===== src/rtl/s2p_pkg.sv =====
package s2p_pkg;

  // Control bundle sampled together through the synchronizer
  typedef struct packed {
    logic shclk;
    logic din;
    logic dir;
    logic le;
    logic oe;
  } ctl_t;

  localparam int CTL_W = $bits(ctl_t);

endpackage


===== src/rtl/s2p_input_sync.sv =====
module s2p_input_sync
  import s2p_pkg::*;
#(
  parameter int SYNC_STAGES = 2
) (
  input  logic clk_i,
  input  logic rst_i,
  input  ctl_t ctl_i,
  output ctl_t cur_o,
  output ctl_t prev_o,
  output logic fall_o
);

  localparam int LAST = SYNC_STAGES - 1;

  ctl_t chain_q [SYNC_STAGES];
  ctl_t prev_q;

  always_ff @(posedge clk_i) begin
    if (rst_i) begin
      for (int i = 0; i < SYNC_STAGES; i++) chain_q[i] <= '0;
      prev_q <= '0;
    end else begin
      chain_q[0] <= ctl_i;
      for (int i = 1; i < SYNC_STAGES; i++) chain_q[i] <= chain_q[i-1];
      prev_q <= chain_q[LAST];
    end
  end

  assign cur_o  = chain_q[LAST];
  assign prev_o = prev_q;
  // falling edge: last sample high, current sample low
  assign fall_o = prev_q.shclk & ~chain_q[LAST].shclk;

endmodule


===== src/rtl/s2p_shift_reg.sv =====
module s2p_shift_reg #(
  parameter int NCH = 64
) (
  input  logic           clk_i,
  input  logic           rst_i,
  input  logic           step_i,
  input  logic           step_dir_i,
  input  logic           din_i,
  input  logic           out_dir_i,
  output logic [NCH-1:0] q_o,
  output logic           sout_o
);

  localparam int TOP = NCH - 1;

  logic [NCH-1:0] q_q;
  logic [NCH-1:0] nxt;

  for (genvar g = 0; g < NCH; g++) begin : g_stage
    logic from_low;
    logic from_high;
    if (g == 0) begin : g_first
      assign from_low = din_i;
    end else begin : g_mid_lo
      assign from_low = q_q[g-1];
    end
    if (g == TOP) begin : g_last
      assign from_high = din_i;
    end else begin : g_mid_hi
      assign from_high = q_q[g+1];
    end
    assign nxt[g] = step_dir_i ? from_low : from_high;
  end

  always_ff @(posedge clk_i) begin
    if (rst_i)       q_q <= '0;
    else if (step_i) q_q <= nxt;
  end

  assign q_o    = q_q;
  assign sout_o = out_dir_i ? q_q[TOP] : q_q[0];

  AST_NO_STEP_STABLE: assert property (@(posedge clk_i) disable iff (rst_i)
    !step_i |=> $stable(q_q));
  AST_FWD_ENTRY: assert property (@(posedge clk_i) disable iff (rst_i)
    (step_i && step_dir_i) |=> (q_q[0] == $past(din_i)));
  AST_REV_ENTRY: assert property (@(posedge clk_i) disable iff (rst_i)
    (step_i && !step_dir_i) |=> (q_q[TOP] == $past(din_i)));

endmodule


===== src/rtl/s2p_hold_stage.sv =====
module s2p_hold_stage #(
  parameter int NCH = 64
) (
  input  logic           clk_i,
  input  logic           rst_i,
  input  logic           le_i,
  input  logic           oe_i,
  input  logic [NCH-1:0] d_i,
  output logic [NCH-1:0] ch_o
);

  logic [NCH-1:0] hold_q;

  always_ff @(posedge clk_i) begin
    if (rst_i)      hold_q <= '0;
    else if (le_i)  hold_q <= d_i;
  end

  assign ch_o = hold_q & {NCH{oe_i}};

  AST_LATCH_CLOSED: assert property (@(posedge clk_i) disable iff (rst_i)
    !le_i |=> $stable(hold_q));
  AST_LATCH_OPEN: assert property (@(posedge clk_i) disable iff (rst_i)
    le_i |=> (hold_q == $past(d_i)));

endmodule


===== src/rtl/s2p_driver.sv =====
module s2p_driver
  import s2p_pkg::*;
#(
  parameter int NCH         = 64,
  parameter int SYNC_STAGES = 2
) (
  input  logic           clk_i,
  input  logic           rst_i,
  input  logic           shclk_i,
  input  logic           sdata_i,
  input  logic           dir_i,
  input  logic           le_i,
  input  logic           oe_i,
  output logic           sdata_o,
  output logic [NCH-1:0] ch_o
);

  ctl_t ctl_in;
  ctl_t ctl_cur;
  ctl_t ctl_prev;
  logic fall;
  logic [NCH-1:0] stages;

  assign ctl_in = '{shclk: shclk_i, din: sdata_i, dir: dir_i, le: le_i, oe: oe_i};

  s2p_input_sync #(.SYNC_STAGES(SYNC_STAGES)) u_sync (
    .clk_i  (clk_i),
    .rst_i  (rst_i),
    .ctl_i  (ctl_in),
    .cur_o  (ctl_cur),
    .prev_o (ctl_prev),
    .fall_o (fall)
  );

  // data and direction are taken from the last sample before the edge
  s2p_shift_reg #(.NCH(NCH)) u_shift (
    .clk_i      (clk_i),
    .rst_i      (rst_i),
    .step_i     (fall),
    .step_dir_i (ctl_prev.dir),
    .din_i      (ctl_prev.din),
    .out_dir_i  (ctl_cur.dir),
    .q_o        (stages),
    .sout_o     (sdata_o)
  );

  s2p_hold_stage #(.NCH(NCH)) u_hold (
    .clk_i (clk_i),
    .rst_i (rst_i),
    .le_i  (ctl_cur.le),
    .oe_i  (ctl_cur.oe),
    .d_i   (stages),
    .ch_o  (ch_o)
  );

  AST_SINGLE_EDGE: assert property (@(posedge clk_i) disable iff (rst_i)
    fall |=> !fall);
  AST_OFF_WHEN_DISABLED: assert property (@(posedge clk_i) disable iff (rst_i)
    !ctl_cur.oe |-> (ch_o == '0));

endmodule


===== config.mk =====
export PLATFORM = sky130hd
export DESIGN_NAME = s2p_driver
export DESIGN_NICKNAME = d
export VERILOG_FILES = /design/src/rtl/s2p_pkg.sv /design/src/rtl/s2p_input_sync.sv /design/src/rtl/s2p_shift_reg.sv /design/src/rtl/s2p_hold_stage.sv /design/src/rtl/s2p_driver.sv
export SDC_FILE = /design/constraint.sdc
export NUM_CORES = 1
export LEC_CHECK = 0
export BUFFER_PORTS_ARGS = -buffer_cell sky130_fd_sc_hd__buf_2
export CORE_MARGIN = 4
export CORE_UTILIZATION = 58
export DETAILED_ROUTE_END_ITERATION = 10
export PLACE_DENSITY = 0.8
export SLEW_MARGIN = 30
export SYNTH_ARGS = -nofsm -noshare
export SYNTH_HDL_FRONTEND = slang
export SYNTH_SLANG_ARGS = --single-unit

===== constraint.sdc =====
create_clock -name clk_i -period 1.3 [get_ports clk_i]
set_clock_uncertainty 0.1 [all_clocks]
set_input_delay 0.065 -clock clk_i [delete_from_list [all_inputs] [get_ports clk_i]]
set_output_delay 0.065 -clock clk_i [all_outputs]
set_load 0.02 [all_outputs]

# Word-level counts from Yosys, hierarchy flattened
# Memories as Yosys holds them, arrays and structs flattened.
# Index checks and enable logic that the tools add are counted.
dict set report word_totals {
  ff_bits 131
  ram_bits 10
  word_cells 81
  n_memories 1
}
dict set report op_classes {
  muxes 70
  bitwise 5
}
# name depth width rd rd_clocked_by_memory_dff wr line_no
set mem_list {}
lappend mem_list {u_sync.chain_q 2 5 2 0 2 s2p_input_sync.sv:16} ;# ctl_t chain_q [SYNC_STAGES];
# cell n
set ops {}
lappend ops {{2-to-1 mux 1 bit} 68}
lappend ops {{AND 64 bit} 1}
lappend ops {{2-to-1 mux 5 bit} 2}
lappend ops {{bitwise OR 1 bit} 2}
lappend ops {{AND 1 bit} 1}
lappend ops {{NOT 1 bit} 1}

# Depth between registers and ports, before layout
# Gate-level depths: netlist (run 1).
dict set report depth {
  word_depth 3
  ltp_mapped 5
  depth_no_buf 3
}

# Cells and area by module
# Synthesis (run 1) repeated with hierarchy kept, for this count alone.
dict set report hier_totals {
  hier_cells 599
  hier_area_um2 6039.5
}
# mod instances cells_per_inst area_each_um2
set modules_own_cells {}
lappend modules_own_cells {s2p_shift_reg 1 285 2844.0}
lappend modules_own_cells {s2p_hold_stage 1 277 2718.9}
lappend modules_own_cells {s2p_input_sync 1 37 476.7}

# Worst setup path before layout (run 1)
# Ideal clock, no wire load.
dict set report synth_timing {
  kind {register to register}
  start {mem u_sync.chain_q[0][6] in the netlist's numbering}
  end {reg u_hold.hold_q[14]}
  arrival_ps 928
  required_time_ps 1072
  setup_slack_ps 144
  path_stages_with_launch 5
  period_less_slack_ps 1156
  path_cell_list {dfxtp_1 buf_2 buf_4 mux2i_1 nor2_1}
}
# item line_no
set synth_lines {}
lappend synth_lines {{start: declaration} s2p_input_sync.sv:16}
lappend synth_lines {{end signal: assignment} s2p_hold_stage.sv:16} ;# else if (le_i) hold_q <= d_i;
lappend synth_lines {{end: declaration} s2p_hold_stage.sv:12} ;# logic [NCH-1:0] hold_q;

==> impl.org, run 1 <==
** Status
- The flow ran to the end, but the final reports show violations.
- The checks that failed: negative setup slack.

** Finish
- The number of antenna diodes in the final layout is 0.
- Layout cells sized above 1 :: 0.2489
- Total number of nets in the final design :: 675
- Syn-to-layout area delta :: 31.11%
- Final non-filler cell area :: 7746 um^2

** Pwr
- Internal power comes to 7.431 mW.
- Of the total power, combinational logic draws 0.061.
- Total power divided by cell area :: 1243 nW/um^2
- Clk pwr share :: 0.470
- Switching power summed over all nets :: 2.200 mW
- Sequential share of power :: 0.469
- Worst vdd ir :: 860.0 uV
- For this design the static power due to leakage is 2.790 nW.
- Of the total power, the share spent switching nets is 0.2284.
- The design draws 9.631 mW.

** Yosys
- Post-synthesis cell count :: 591
- For this run, the register share of the synthesized area comes to 0.4778.
- Synth warnings :: 0
- Synthesized netlist net count :: 598
- In this run the cell area of the synthesized design comes to 5908 um^2.
- Synth Area per Inst :: 9.997 um^2
- Distinct cells, synth :: 14
- Seq cells post-synth :: 141

** Flow run
- Number of violations of the max-capacitance limit :: 0

** Clocking
- Clock-pin slew on the worst setup and hold paths :: 0.06 ns
- TritonCTS built the clock tree.
- Total CTS buffers :: 17
- The H-tree was split into 4 levels.
- Cell at the root of the clock tree :: sky130_fd_sc_hd__clkbuf_8
- For the worst-skew pair, the clock arrives at the later sink with an insertion delay of 0.52 ns.
- In this run the deepest clock path goes through 2 buffers.
- Counting every sink on the clock net gives 141.

** STA
- Crit share post-route :: 1.205
- Actual slew at the worst max-slew pin :: 0.5816 ns
- Final setup violation count :: 66
- Timing would allow up to 638.3 MHz.
- Final Critical Period :: 1.567 ns
- The number of slew-limit violations in the final report came to 0.
- Measured against its own limit, the worst slew margin works out to 0.6123.
- Final worst setup slack :: -0.2667 ns
- Endpoints failing hold :: 0
- Setup repair after global routing could not meet its margin everywhere.

** Worst hold path
- The startpoint identified for the worst hold timing path is rst_i.
- Class of the worst hold path :: input pin to flip-flop
- Along the worst hold path, the cell count comes to 3.
- The path with the worst hold slack has its endpoint at u_hold.hold_q[12].

** Worst setup path
- Data required time of the critical path :: 1.13 ns
- In this run the worst path has a maximum fanout of 19.
- Worst Setup Start Kind :: flip-flop
- Setup crit end kind :: output pin
- Reg2reg setup slack :: -0.03 ns
- By startpoint and endpoint, the worst setup path is classified as flip-flop to output pin.
- Critical register-to-register path endpoint :: u_shift.q_o[15]
- Launch point of the worst reg-to-reg path :: u_sync.prev_o[4]
- Worst reg-to-reg path cell count :: 5
- Data arrives at the worst endpoint at 1.40 ns.

** Die
- Placeable core area :: 9864 um^2
- 72 I/O pins were placed.
- The floorplan step defined a die boundary enclosing 11870 um^2.
- From left edge to right edge, the die measures 108.9 um.
- Num rows :: 36
- Die height :: 108.9 um
- The initial utilization of the core area, before any placement, comes to 0.5989.

** Drt
- In the routed layout, each cell is associated on average with a via count of 5.550.
- Via count :: 4507
- Count of routing violations after the opening detailed-route iteration :: 246
- Wire length reported by the detailed router :: 14090 um
- For this run, the detailed router's first-pass iteration total came to 4.
- Remaining routing DRC violations :: 0
- Antenna Nets Post-Route :: 0
- Dividing the detail-routed wire length by the instance count gives 17.36 um.

** Placement
- HPWL after detailed placement :: 7053 um
- Routability-driven placement finished with a final weighted congestion of 0.6777.
- Worst slack, placed :: 0.03616 ns
- The count of buffers added on input and output ports is 71.
- Cell Area, Placed :: 6365 um^2

** GRT
- The number of global-route vias before repair was 4229.
- First-pass GRT wire length :: 20460 um
- Number of antenna violations at the first check in global routing :: 0
- Summed over all layers, the global routing overflow is 0.
- Overall Global Routing Usage :: 0.2170
- Largest net degree at the start of global routing :: 58
[area by class of cell]
type                    instances  area [um^2]
clock buffers                  18        427.9
clock inverters                12        122.6
fillers                       585         2118
multi-input cells             399         2912
flip-flops and latches        141         2836
well taps                     133        166.4
repair buffers                109         1281
[how the worst max path moves through the flow]
| stage | from | slack, ns | end |
|---|---|---|---|
| detailed placement | u_sync.prev_o[4] | 0.04 | u_shift.q_o[58] |
| global route | u_sync.chain_q[0][5] | -0.33 | ch_o[43] |
| finish | u_sync.chain_q[0][5] | -0.27 | ch_o[61] |
| global placement | u_sync.chain_q[0][9] | 0.11 | u_shift.q_o[51] |
| floorplan | u_sync.chain_q[0][6] | 0.14 | u_hold.hold_q[14] |
| CTS | u_sync.chain_q[0][5] | -0.28 | ch_o[48] |
[cell usage after synthesis]
| cell type | number | area share |
|---|---|---|
| sky130_fd_sc_hd__dfxtp_1 | 141 | 0.48 |
| sky130_fd_sc_hd__nor2b_1 | 13 | 0.014 |
| sky130_fd_sc_hd__buf_2 | 19 | 0.016 |
| sky130_fd_sc_hd__mux2_2 | 1 | 0.0019 |
| sky130_fd_sc_hd__and2_1 | 64 | 0.068 |
| sky130_fd_sc_hd__buf_6 | 1 | 0.0019 |
| sky130_fd_sc_hd__clkbuf_1 | 18 | 0.011 |
| sky130_fd_sc_hd__a211oi_1 | 59 | 0.075 |
| sky130_fd_sc_hd__buf_4 | 7 | 0.0089 |
| sky130_fd_sc_hd__buf_8 | 6 | 0.015 |
| sky130_fd_sc_hd__a211oi_2 | 5 | 0.011 |
| sky130_fd_sc_hd__nor2b_2 | 1 | 0.0015 |
| sky130_fd_sc_hd__nor2_1 | 128 | 0.081 |
| sky130_fd_sc_hd__mux2i_1 | 128 | 0.22 |
[placed cells by master (no fill, tap or decap)]
cell type / n
sky130_fd_sc_hd__buf_2: 6
sky130_fd_sc_hd__dfxtp_4: 3
sky130_fd_sc_hd__and2_1: 54
sky130_fd_sc_hd__buf_6: 56
sky130_fd_sc_hd__bufinv_16: 2
sky130_fd_sc_hd__a211oi_2: 23
sky130_fd_sc_hd__nor2_1: 127
sky130_fd_sc_hd__clkinv_4: 3
sky130_fd_sc_hd__inv_4: 1
sky130_fd_sc_hd__nor2b_4: 1
sky130_fd_sc_hd__clkinv_2: 6
sky130_fd_sc_hd__nor2b_1: 13
sky130_fd_sc_hd__dfxtp_2: 2
sky130_fd_sc_hd__dfxtp_1: 136
sky130_fd_sc_hd__nor2_2: 1
sky130_fd_sc_hd__clkbuf_8: 2
sky130_fd_sc_hd__a211oi_1: 40
sky130_fd_sc_hd__clkbuf_16: 20
sky130_fd_sc_hd__mux2_4: 1
sky130_fd_sc_hd__dlymetal6s4s_1: 1
sky130_fd_sc_hd__and2_4: 10
sky130_fd_sc_hd__dlygate4sd3_1: 12
sky130_fd_sc_hd__a211oi_4: 1
sky130_fd_sc_hd__buf_4: 17
sky130_fd_sc_hd__buf_12: 13
sky130_fd_sc_hd__mux2i_1: 127
sky130_fd_sc_hd__mux2i_2: 1
[registers in the layout, summed over array words and instances, names as in the netlist]
name / count
u_shift.q_o: 64
u_sync.prev_o: 3
u_hold.hold_q: 64
u_sync.chain_q: 10
[stage by stage]
step,TNS [ns],std cells,utilization,hold WS [ns]
finish,-15.21,812,0.7853,0.1934
global route,-20.08,812,0.7853,0.2143
CTS,-18.87,803,0.7354,0.2026
detailed placement,0,757,0.6452,0.1835
global placement,0,757,0.6452,0.1737
floorplan,0,591,-,0.09318
[worst max-delay path, stage by stage (launching register included)]
cell                      delay, ns
sky130_fd_sc_hd__dfxtp_4       0.41
sky130_fd_sc_hd__buf_12        0.16
sky130_fd_sc_hd__and2_1        0.18
sky130_fd_sc_hd__buf_6         0.13
[layer usage]
layer,GRT usage,share of wire,up-vias
met5,0,0,-
li1,-,-,2175
met2,0.3513,0.52,102
met3,0.04914,0.041,17
met1,0.2793,0.42,2213
met4,0.09107,0.014,0
[kinds of logic (layout without fill, tap and decap cells)]
group                  count (synthesis)  in the layout  share of synthesized area
AND/OR/NAND/NOR                      206            206                     0.1643
buffers and inverters                 51            139                    0.05358
flip-flops                           141            141                     0.4778
multiplexers                         129            129                     0.2188
AO/OA/AOI/OAI                         64             64                    0.08556
[power by group through the flow]
| stage | Combinational, mW | Sequential, mW | Clock [mW] |
|---|---|---|---|
| after floorplan | 0.381 | 4.57 | 0 |
| after global placement | 0.443 | 4.59 | 0 |
| after detailed placement | 0.461 | 4.60 | 0 |
| after CTS | 0.516 | 4.51 | 4.56 |
| after global routing | 0.633 | 4.53 | 4.78 |
| final | 0.584 | 4.52 | 4.53 |
[repair_timing]
| action | CTS | global route |
|---|---|---|
| hold buffers | 14 | 0 |
| setup endpoints to repair | 67 | 103 |
| gates resized for setup | 57 | 106 |
| setup buffers | 1 | 4 |
| cloned | 1 | 6 |
| pin swaps | 0 | 4 |
| hold endpoints to repair | 107 | 0 |
(Power assumes the default switching activity.)
==> run 2, diff against run 1 <==
--- a/config.mk
+++ b/config.mk
@@ -7,9 +7,10 @@
 export LEC_CHECK = 0
 export BUFFER_PORTS_ARGS = -buffer_cell sky130_fd_sc_hd__buf_2
 export CORE_MARGIN = 4
-export CORE_UTILIZATION = 58
+export CORE_UTILIZATION = 35
+export CTS_CLUSTER_SIZE = 16
 export DETAILED_ROUTE_END_ITERATION = 10
-export PLACE_DENSITY = 0.8
+export PLACE_DENSITY = 0.53
 export SLEW_MARGIN = 30
 export SYNTH_ARGS = -nofsm -noshare
 export SYNTH_HDL_FRONTEND = slang
==> constraint.sdc (replaced) <==
create_clock -name clk_i -period 1.7 [get_ports clk_i]
set_clock_uncertainty 0.1 [all_clocks]
set_input_delay 0.085 -clock clk_i [delete_from_list [all_inputs] [get_ports clk_i]]
set_output_delay 0.085 -clock clk_i [all_outputs]
set_load 0.02 [all_outputs]
==> run 2 against run 1 <==
Effect of this change: the flow now finishes without violations; worst hold slack got worse by 0.088 ns; final area decreased by 9.0%; sequential share of layout area increased by 3.6 points; die area increased by 60%; final cell count increased by 8.4%; sequential cell count unchanged; count of clock-buffer cells in the layout increased by 10; global-route usage decreased by 8.8 points; sequential power decreased by 24%; wire length decreased by 14%; worst setup slack improved by 0.36 ns; critical path type unchanged; clock power decreased by 23%.
==> impl.org, run 2 (synthesized netlist as in run 1, its figures left out) <==
** Worst setup path
- Launch point of the worst reg-to-reg path :: u_sync.prev_o[4] (unchanged)
- Crit Path Category :: flip-flop to output pin (unchanged)
- Critical register-to-register path endpoint :: u_shift.q_o[7] (was u_shift.q_o[15])
- Setup crit end kind :: output pin (unchanged)
- The required time reported for the critical path endpoint was 1.51 ns (was 1.13 ns).
- Worst reg-to-reg path cell count :: 4 (was 5)
- The kind of launch point of the worst setup path is a flip-flop (unchanged).
- Critical path peak fanout :: 24 (was 19)
- The slack of the worst reg-to-reg path came to 0.34 ns (was -0.03 ns).
- The data arrival time of the critical path is 1.42 ns (was 1.40 ns).

** STA
- Static timing analysis puts the maximum clock frequency at 621.8 MHz.
- The number of slew-limit violations in the final report is 0 (unchanged).
- The routed design could run at a clock period as short as 1.608 ns.
- Unrepaired setup endpoints after global routing: no (was yes).
- The slew of the pin with the lowest slew margin is 0.4529 ns (was 0.5816 ns).
- The number of setup violations in the final report came to 0 (was 66).
- Aggregate negative setup slack :: 0 ns (was -15.21 ns)
- Endpoints failing hold :: 0 (unchanged)
- Relative slew slack :: 0.6981 (was 0.6123)
- Of the available clock period, the critical path in the final layout requires 0.9460.

** Finish
- The fill cell instance count of the final layout is 1644 (was 585).
- Total number of nets in the final design :: 654 (was 675)
- The diode insertion count for antenna repair is 0 (unchanged).
- The growth of design area from synthesis to finish came to 19.25% (was 31.11%).
- Most frequent cells in the layout :: sky130_fd_sc_hd__dfxtp_1, sky130_fd_sc_hd__mux2i_1, sky130_fd_sc_hd__nor2_1, sky130_fd_sc_hd__buf_2, sky130_fd_sc_hd__and2_1 (was sky130_fd_sc_hd__dfxtp_1, sky130_fd_sc_hd__mux2i_1, sky130_fd_sc_hd__nor2_1, sky130_fd_sc_hd__buf_6, sky130_fd_sc_hd__and2_1)
- Leading cell type in the layout, fill and taps excluded :: sky130_fd_sc_hd__dfxtp_1 (unchanged)
- The proportion of layout cells with a drive suffix above 1 came to 0.1848 (was 0.2489).

** Pwr
- The power density relative to cell area came to 1035 nW/um^2 (was 1243 nW/um^2).
- Power after layout :: 7.293 mW (was 9.631 mW)
- Total leakage power :: 2.561 nW (was 2.790 nW)
- Worst vdd ir :: 680.1 uV (was 860.0 uV)

** Die
- The count of boundary I/O pins was 72 (unchanged).
- The overall die area came to 19020 um^2 (was 11870 um^2).
- The area of the core is 16580 um^2 (was 9864 um^2).
- The die span in x was 137.9 um (was 108.9 um).
- Die height :: 137.9 um (was 108.9 um)
- The standard-cell row count came to 47 (was 36).
- Starting Density :: 0.3563 (was 0.5989)

** Clocking
- The cell at the root of the clock tree is sky130_fd_sc_hd__clkbuf_16 (was sky130_fd_sc_hd__clkbuf_8).
- The H-tree depth was 4 (unchanged).
- Clock tree from TritonCTS :: yes (unchanged)
- The clock latency on the worst-skew pair came to 0.41 ns (was 0.52 ns).
- Total CTS buffers :: 17 (unchanged)
- The clock transition at the registers of the reported paths is 0.05 ns (was 0.06 ns).
- Maximum count of clock buffers along a single path :: 2 (unchanged)
- Clock net sink count :: 141 (unchanged)

** Drt
- Detail-routed via count per cell :: 4.753 (was 5.550)
- The total via count after detailed routing came to 4183 (was 4507).
- The remaining number of nets flagged by the antenna check after routing came to 0 (unchanged).
- The length of the first detailed-routing pass in iterations came to 4 (unchanged).
- The overall routed net length was 12150 um (was 14090 um).
- Count of routing violations after the opening detailed-route iteration :: 257 (was 246)
- Routed wirelength normalized by instance count :: 13.80 um (was 17.36 um)
- Remaining routing DRC violations :: 0 (unchanged)

** Worst hold path
- The hold-critical path depth came to 3 (unchanged).
- The hold-critical path endpoint is u_hold.hold_q[19] (was u_hold.hold_q[12]).
- Startpoint of the lowest-slack hold path :: rst_i (unchanged)
- Class of the worst hold path :: input pin to flip-flop (unchanged)

** Placement
- Final weighted congestion of routability-driven global placement :: 0.6853 (was 0.6777)
- The count of buffers inserted at the top-level ports is 71 (unchanged).
- The half-perimeter wire length after detailed placement came to 7450 um (was 7053 um).

** GRT
- Overall Global Routing Usage :: 0.1291 (was 0.2170)
- The global-route wire length before repair was 19710 um (was 20460 um).
- The total grt overflow is 0 (unchanged).
- Via count of the first global-routing pass :: 4060 (was 4229)
- Largest net degree at the start of global routing :: 100 (was 58)
- Number of antenna violations at the first check in global routing :: 0 (unchanged)

** Flow run
- The number of max-cap violations is 0 (unchanged).

** Status
- Outcome :: finished clean (was finished with violations)
[run 2: layout make-up]
type | count | area, um^2 | area share
flip-flops and latches | 141 | 2834 | 0.4022
multi-input cells | 399 | 2774 | 0.3937
repair buffers | 88 | 590.6 | 0.08382
clock buffers | 28 | 546.8 | 0.07761
well taps | 220 | 275.3 | 0.03907
clock inverters | 4 | 25.02 | 0.003552
[run 2: per-layer routing]
metal,vias to the layer above,routed length (um),GRT usage
met4,0,216,0.05434
met5,-,0,0
met1,1955,5865,0.1625
met2,59,5594,0.2085
met3,17,472,0.03556
li1,2152,-,-
[run 2: worst max-delay path by stage]
stage                         startpoint        endpoint  slack [ns]  cells after the start
floorplan           u_sync.chain_q[0][5]         ch_o[0]        0.54                      3
global placement    u_sync.chain_q[0][9]  u_shift.q_o[6]        0.43                      4
detailed placement      u_sync.prev_o[4]  u_shift.q_o[7]        0.33                      4
CTS                 u_sync.chain_q[0][5]        ch_o[58]        0.04                      3
global route        u_sync.chain_q[0][5]        ch_o[57]       0.008                      3
finish              u_sync.chain_q[0][5]        ch_o[58]        0.09                      3
[run 2: worst max-delay path, stage by stage, from the launching register on]
cell                      delay [ns]
sky130_fd_sc_hd__dfxtp_4        0.45
sky130_fd_sc_hd__buf_12         0.19
sky130_fd_sc_hd__and2_1         0.18
sky130_fd_sc_hd__buf_2          0.18
[run 2: timing repair]
action / CTS / global route
hold endpoints to repair: 5 / 0
hold buffers: 5 / 0
resized for setup: 1 / 0
endpoints found under the setup margin: 4 / 1
gates cloned: 0 / 1
buffers inserted: 0 / 2
[run 2: power by group]
part / internal, mW / total, mW / switching (mW)
clock: 2.17 / 3.49 / 1.32
sequential: 3.38 / 3.45 / 0.0712
combinational: 0.153 / 0.350 / 0.197
[run 2: per-stage QoR]
step / setup slack, ns / std cells / hold WS (ns) / utilization / cell area (um^2)
floorplan: 0.5399 / 591 / 0.1132 / - / 5908
global placement: 0.4327 / 840 / 0.1959 / 0.3848 / 6381
detailed placement: 0.3297 / 840 / 0.1971 / 0.3848 / 6381
CTS: 0.04498 / 877 / 0.09386 / 0.4224 / 7005
global route: 0.008151 / 880 / 0.1119 / 0.4249 / 7046
finish: 0.09180 / 880 / 0.1053 / 0.4249 / 7046
